==> src/rtl/pal_pkg.sv <==
package pal_pkg;
  localparam int unsigned DATA_W = 8;
  localparam int unsigned CODE_W = 2;

  typedef enum logic [CODE_W-1:0] {
    CODE_VRAM_RD = 2'd0,
    CODE_VRAM_WR = 2'd1,
    CODE_REG_WR  = 2'd2,
    CODE_PAL_WR  = 2'd3
  } ctrl_code_e;
endpackage

==> src/rtl/pal_addr_ctr.sv <==
module pal_addr_ctr #(
  parameter int unsigned ADDR_W = 14
) (
  input  logic              clk_i,
  input  logic              rst_ni,
  input  logic              load_i,
  input  logic [ADDR_W-1:0] load_val_i,
  input  logic              step_i,
  output logic [ADDR_W-1:0] addr_o
);
  logic [ADDR_W-1:0] addr_q;

  always_ff @(posedge clk_i or negedge rst_ni) begin
    if (!rst_ni)      addr_q <= '0;
    else if (load_i)  addr_q <= load_val_i;
    else if (step_i)  addr_q <= addr_q + 1'b1;
  end

  assign addr_o = addr_q;

  assert_step_R6: assert property (@(posedge clk_i) disable iff (!rst_ni)
    (step_i && !load_i) |=> (addr_q == $past(addr_q) + 1'b1));

  assert_load_R9: assert property (@(posedge clk_i) disable iff (!rst_ni)
    load_i |=> (addr_q == $past(load_val_i)));
endmodule

==> src/rtl/pal_store.sv <==
module pal_store #(
  parameter int unsigned PAL_BYTES = 64,
  parameter int unsigned DATA_W    = 8,
  parameter int unsigned NIB_W     = 4,
  localparam int unsigned AW       = $clog2(PAL_BYTES)
) (
  input  logic                              clk_i,
  input  logic                              rst_ni,
  input  logic                              we_i,
  input  logic [AW-1:0]                     addr_i,
  input  logic [DATA_W-1:0]                 data_i,
  output logic [PAL_BYTES-1:0][DATA_W-1:0]  mem_o
);
  logic [PAL_BYTES-1:0][DATA_W-1:0] mem_q;
  logic [DATA_W-1:0]                latch_q;
  logic [AW-1:0]                    even_addr;
  logic [DATA_W-1:0]                odd_byte;

  assign even_addr = {addr_i[AW-1:1], 1'b0};
  assign odd_byte  = {{(DATA_W-NIB_W){1'b0}}, data_i[NIB_W-1:0]};

  always_ff @(posedge clk_i or negedge rst_ni) begin
    if (!rst_ni) begin
      latch_q <= '0;
      mem_q   <= '0;
    end else if (we_i) begin
      if (!addr_i[0]) begin
        latch_q <= data_i;
      end else begin
        mem_q[even_addr] <= latch_q;
        mem_q[addr_i]    <= odd_byte;
      end
    end
  end

  assign mem_o = mem_q;

  assert_even_hold_R3: assert property (@(posedge clk_i) disable iff (!rst_ni)
    (we_i && !addr_i[0]) |=> (mem_q == $past(mem_q)));

  assert_pair_commit_R4: assert property (@(posedge clk_i) disable iff (!rst_ni)
    (we_i && addr_i[0]) |=> (mem_q[$past(even_addr)] == $past(latch_q)));

  assert_odd_nibble_R5: assert property (@(posedge clk_i) disable iff (!rst_ni)
    (we_i && addr_i[0]) |=>
      (mem_q[$past(addr_i)][DATA_W-1:NIB_W] == '0 &&
       mem_q[$past(addr_i)][NIB_W-1:0] == $past(data_i[NIB_W-1:0])));
endmodule

==> src/rtl/pal_read_port.sv <==
module pal_read_port #(
  parameter int unsigned PAL_BYTES = 64,
  parameter int unsigned DATA_W    = 8,
  parameter int unsigned NIB_W     = 4,
  localparam int unsigned ENTRIES  = PAL_BYTES / 2,
  localparam int unsigned IDX_W    = $clog2(ENTRIES),
  localparam int unsigned COL_W    = DATA_W + NIB_W
) (
  input  logic [PAL_BYTES-1:0][DATA_W-1:0] mem_i,
  input  logic [IDX_W-1:0]                 idx_i,
  output logic [COL_W-1:0]                 color_o
);
  logic [ENTRIES-1:0][COL_W-1:0] colors;

  for (genvar e = 0; e < ENTRIES; e++) begin : g_entry
    assign colors[e] = {mem_i[2*e+1][NIB_W-1:0], mem_i[2*e]};
  end

  assign color_o = colors[idx_i];
endmodule

==> src/rtl/pal_byte_writer.sv <==
module pal_byte_writer #(
  parameter int unsigned ADDR_W    = 14,
  parameter int unsigned PAL_BYTES = 64,
  parameter int unsigned NIB_W     = 4,
  localparam int unsigned DATA_W   = pal_pkg::DATA_W,
  localparam int unsigned CODE_W   = pal_pkg::CODE_W,
  localparam int unsigned PAL_AW   = $clog2(PAL_BYTES),
  localparam int unsigned IDX_W    = $clog2(PAL_BYTES / 2),
  localparam int unsigned COL_W    = DATA_W + NIB_W
) (
  input  logic              clk_i,
  input  logic              rst_ni,
  input  logic [CODE_W-1:0] ctrl_code_i,
  input  logic              addr_load_i,
  input  logic [ADDR_W-1:0] addr_val_i,
  input  logic              wr_en_i,
  input  logic [DATA_W-1:0] wr_data_i,
  output logic [ADDR_W-1:0] addr_o,
  output logic              vram_we_o,
  output logic [ADDR_W-1:0] vram_addr_o,
  output logic [DATA_W-1:0] vram_data_o,
  input  logic [IDX_W-1:0]  rd_idx_i,
  output logic [COL_W-1:0]  rd_color_o
);
  import pal_pkg::*;

  logic                             pal_we;
  logic [ADDR_W-1:0]                addr_q;
  logic [PAL_BYTES-1:0][DATA_W-1:0] pal_mem;

  assign pal_we      = wr_en_i && (ctrl_code_e'(ctrl_code_i) == CODE_PAL_WR);
  assign vram_we_o   = wr_en_i && !pal_we;
  assign vram_addr_o = addr_q;
  assign vram_data_o = wr_data_i;
  assign addr_o      = addr_q;

  pal_addr_ctr #(.ADDR_W(ADDR_W)) u_addr (
    .clk_i      (clk_i),
    .rst_ni     (rst_ni),
    .load_i     (addr_load_i),
    .load_val_i (addr_val_i),
    .step_i     (wr_en_i),
    .addr_o     (addr_q)
  );

  pal_store #(.PAL_BYTES(PAL_BYTES), .DATA_W(DATA_W), .NIB_W(NIB_W)) u_store (
    .clk_i  (clk_i),
    .rst_ni (rst_ni),
    .we_i   (pal_we),
    .addr_i (addr_q[PAL_AW-1:0]),
    .data_i (wr_data_i),
    .mem_o  (pal_mem)
  );

  pal_read_port #(.PAL_BYTES(PAL_BYTES), .DATA_W(DATA_W), .NIB_W(NIB_W)) u_rd (
    .mem_i   (pal_mem),
    .idx_i   (rd_idx_i),
    .color_o (rd_color_o)
  );

  assert_one_target_R2: assert property (@(posedge clk_i) disable iff (!rst_ni)
    wr_en_i |-> ($countones({vram_we_o, pal_we}) == 1));

  assert_vram_hold_R2: assert property (@(posedge clk_i) disable iff (!rst_ni)
    vram_we_o |=> (pal_mem == $past(pal_mem)));
endmodule

==> config.mk <==
export PLATFORM = sky130hd
export DESIGN_NAME = pal_byte_writer
export DESIGN_NICKNAME = d
export VERILOG_FILES = /design/src/rtl/pal_pkg.sv /design/src/rtl/pal_addr_ctr.sv /design/src/rtl/pal_store.sv /design/src/rtl/pal_read_port.sv /design/src/rtl/pal_byte_writer.sv
export SDC_FILE = /design/constraint.sdc
export NUM_CORES = 1
export LEC_CHECK = 0
export ABC_AREA = 1
export BUFFER_PORTS_ARGS = -buffer_cell sky130_fd_sc_hd__buf_2
export CAP_MARGIN = 0
export CORE_ASPECT_RATIO = 1.75
export CORE_UTILIZATION = 30
export CTS_CLUSTER_DIAMETER = 200
export DETAILED_ROUTE_END_ITERATION = 6
export GPL_ROUTABILITY_DRIVEN = 0
export HOLD_SLACK_MARGIN = 0.1
export PLACE_DENSITY_LB_ADDON = 0.12
export REMOVE_ABC_BUFFERS = 1
export SLEW_MARGIN = 15
export SYNTH_ARGS = -nofsm -noshare
export SYNTH_HDL_FRONTEND = slang
export SYNTH_HIERARCHICAL = 1
export SYNTH_SLANG_ARGS = --single-unit
==> constraint.sdc <==
create_clock -name clk_i -period 1.6 [get_ports clk_i]
set_clock_uncertainty 0.2 [all_clocks]
set_input_delay 0.08 -clock clk_i [delete_from_list [all_inputs] [get_ports clk_i]]
set_output_delay 0.08 -clock clk_i [all_outputs]
set_load 0.05 [all_outputs]
==> run summary <==
Max Buffers Root-to-Sink = 3
GRT Overall Usage = 24.5%
Setup violations, final = 416
Max-slew violation count = 0
RSZ-0062 raised after global routing = yes
Syn_area_per_cell = 7.29 um2
Max_slew headroom = 61.8%
H-tree depth = 2
Crit share post-route = 131%
Share of layout cells above drive strength 1 = 42.1%
Pre-CTS setup slack = -0.285 ns
Initial antenna violation count = 0
Die Height = 348 um
Post-placement cell count = 3,754
Min-delay worst type = primary input to register
F_max = 476 MHz
Crit-path max cell delay = 0.40 ns
TritonRoute pass-1 iters = 5
Power Dens Cells = 908 mW/mm2
I/O pin cnt = 82
Clock net sink count = 406
Post-route ant nets = 0
Cell mode on critical path = nand2_1
CTS Root Cell = clkbuf_16
Design area = 0.0331 mm2
Worst-path clk slew = 0.07 ns
Via density = 4.96
Final WL = 89,200 um
Hold Path Origin = ctrl_code_i[1]
Post-synthesis cell area = 0.0206 mm2
Buf/Inv on CP = 1
Rows = 126
Post-DP HPWL = 45,600 um
Instance area at placement = 0.0235 mm2
FILL cells = 6,352
Worst-skew pair later-pin latency = 0.58 ns
Fin Hold WS = 0.115 ns
Effective utilization at floorplan = 30.4%
Peak supply drop = 0.000742 V
Crit start category = register
Slew @ Worst Pin = 0.573 ns
CTS buffer count = 43
PortBufs = 81
Final hold violations = 0
Crit Path Class = register to output pin
First-pass GRT wire length = 126,000 um
Crit-path leading delay family = simple AND/OR/NAND/NOR gates
Core area = 0.0676 mm2
DR iter-0 viols = 1,048
Leakage = 15.7 nW
GRT overflow = 0
Hold path cells = 10
Footprint of the multi-input gates = 0.0119 mm2
Layout area overhead = 61.1%
Min Tclk post-route = 2.10 ns
Final worst slack = -0.499 ns
Critical R2R Capture = u_store/mem_o[73]$_DFFE_PN0P_
Layout Cells excl Fill = 4,083
Worst Reg-to-Reg Cells = 11
Nets = 3,187
Reg2reg start = u_addr/addr_o[2]$_DFFE_PN0P_
Register Area = 0.0102 mm2
Drt drc = 0
Synth warn = 6
Via Count = 20,254
Crit-path slowest cell = dfrtp_1
Full die area = 0.0697 mm2
Critical path capture point type = output pin
Hold Path End = u_store/mem_o[144]$_DFFE_PN0P_
Antenna diodes = 0
Status = finished with violations
Worst EP required = 1.32 ns
Critical path arrival = 1.82 ns
TritonCTS clock tree = yes
Die X = 200 um
Wirelength per Cell = 21.8 um
Max-Cap Viols = 0
CP Cell Sequence = nand2_1 > nand3_2 > nand3_2 > nand2_1 > nand2_1 > nand2_1 > nand2_1 > nand2_4 > buf_8
Critical Path Fanout Max = 2
Syn Inst Count = 2,823
Reg2reg setup slack = -0.29 ns
Largest net degree at the start of global routing = 67
Failing checks = setup timing
Number of global-route vias before repair = 20,007
-- routing by layer --
metal  share of wire, %  wire (um)  GRT usage [%]
met5                  0          0              0
met4                8.4       7510           15.1
met3                3.0       2670           2.13
met2                 55      48700           46.4
met1                 34      30300           25.4
-- state kept, by name (all words and copies together), names as in the netlist --
| signal | count |
|---|---|
| u_addr/addr_o | 14 |
| u_store/mem_o | 384 |
| u_store/latch_q | 8 |
-- worst max path at each step --
| stage | startpoint | end | depth (start not counted) |
|---|---|---|---|
| floorplan | u_addr/addr_o[0]$_DFFE_PN0P_ | u_store/mem_o[436]$_DFFE_PN0P_ | 4 |
| detailed placement | rd_idx_i[0] | rd_color_o[3] | 12 |
| finish | u_store/mem_o[186]$_DFFE_PN0P_ | rd_color_o[10] | 9 |
| global placement | rd_idx_i[0] | rd_color_o[3] | 12 |
| global route | u_store/mem_o[170]$_DFFE_PN0P_ | rd_color_o[10] | 9 |
| CTS | u_store/mem_o[176]$_DFFE_PN0P_ | rd_color_o[0] | 9 |
-- worst reg2reg max path, cell delays in order (launching register included) --
cell     delay (ns)
dfrtp_1        0.41
buf_6          0.14
inv_4          0.06
nand2_4        0.06
nor2_4         0.12
buf_12         0.12
buf_12         0.12
buf_12         0.13
nand2_8        0.11
buf_12         0.18
nand2_2        0.06
o21ai_1        0.05
-- cells in the final DEF, fill, tap and decap left out, types with 64 or more instances in the layout --
master	count
nand2_1	648
buf_12	119
buf_4	141
nand2_2	268
nand3_2	108
nand2_4	189
nand3_1	318
inv_1	260
dfrtp_1	399
clkbuf_16	64
o21ai_1	124
o21ai_2	134
-- metrics by stage --
| step | power [mW] | util [%] | TNS, ns |
|---|---|---|---|
| final | 30.1 | 49.0 | -86.77 |
| after global routing | 31.4 | 49.0 | -107.67 |
| after CTS | 29.0 | 43.7 | -115.22 |
| after detailed placement | 17.2 | 34.8 | -40.73 |
| after global placement | 17.1 | 34.8 | -38.42 |
| after floorplan | 14.6 | - | -823.01 |
-- power breakdown --
part,internal (mW),switching (mW)
sequential,11.3,0.826
combinational,2.92,4.25
clock,6.21,4.56
total,20.4,9.64
-- what timing repair did --
item,4_1_cts,5_1_grt
resized for setup,716,848
hold buffers,44,0
gates cloned,55,23
buffers inserted,81,71
hold endpoints to repair,556,0
endpoints found under the setup margin,342,428
pin swaps,101,154
-- cell type report --
cell class	count	area share (%)
Clock inverter	16	0.589
Clock buffer	63	3.87
Sequential cell	406	30.7
Inverter	291	3.33
Tap cell	896	3.38
Multi-Input combinational cell	1889	35.8
Timing Repair Buffer	522	22.3
No activity file was read; power rests on OpenSTA's default activity.
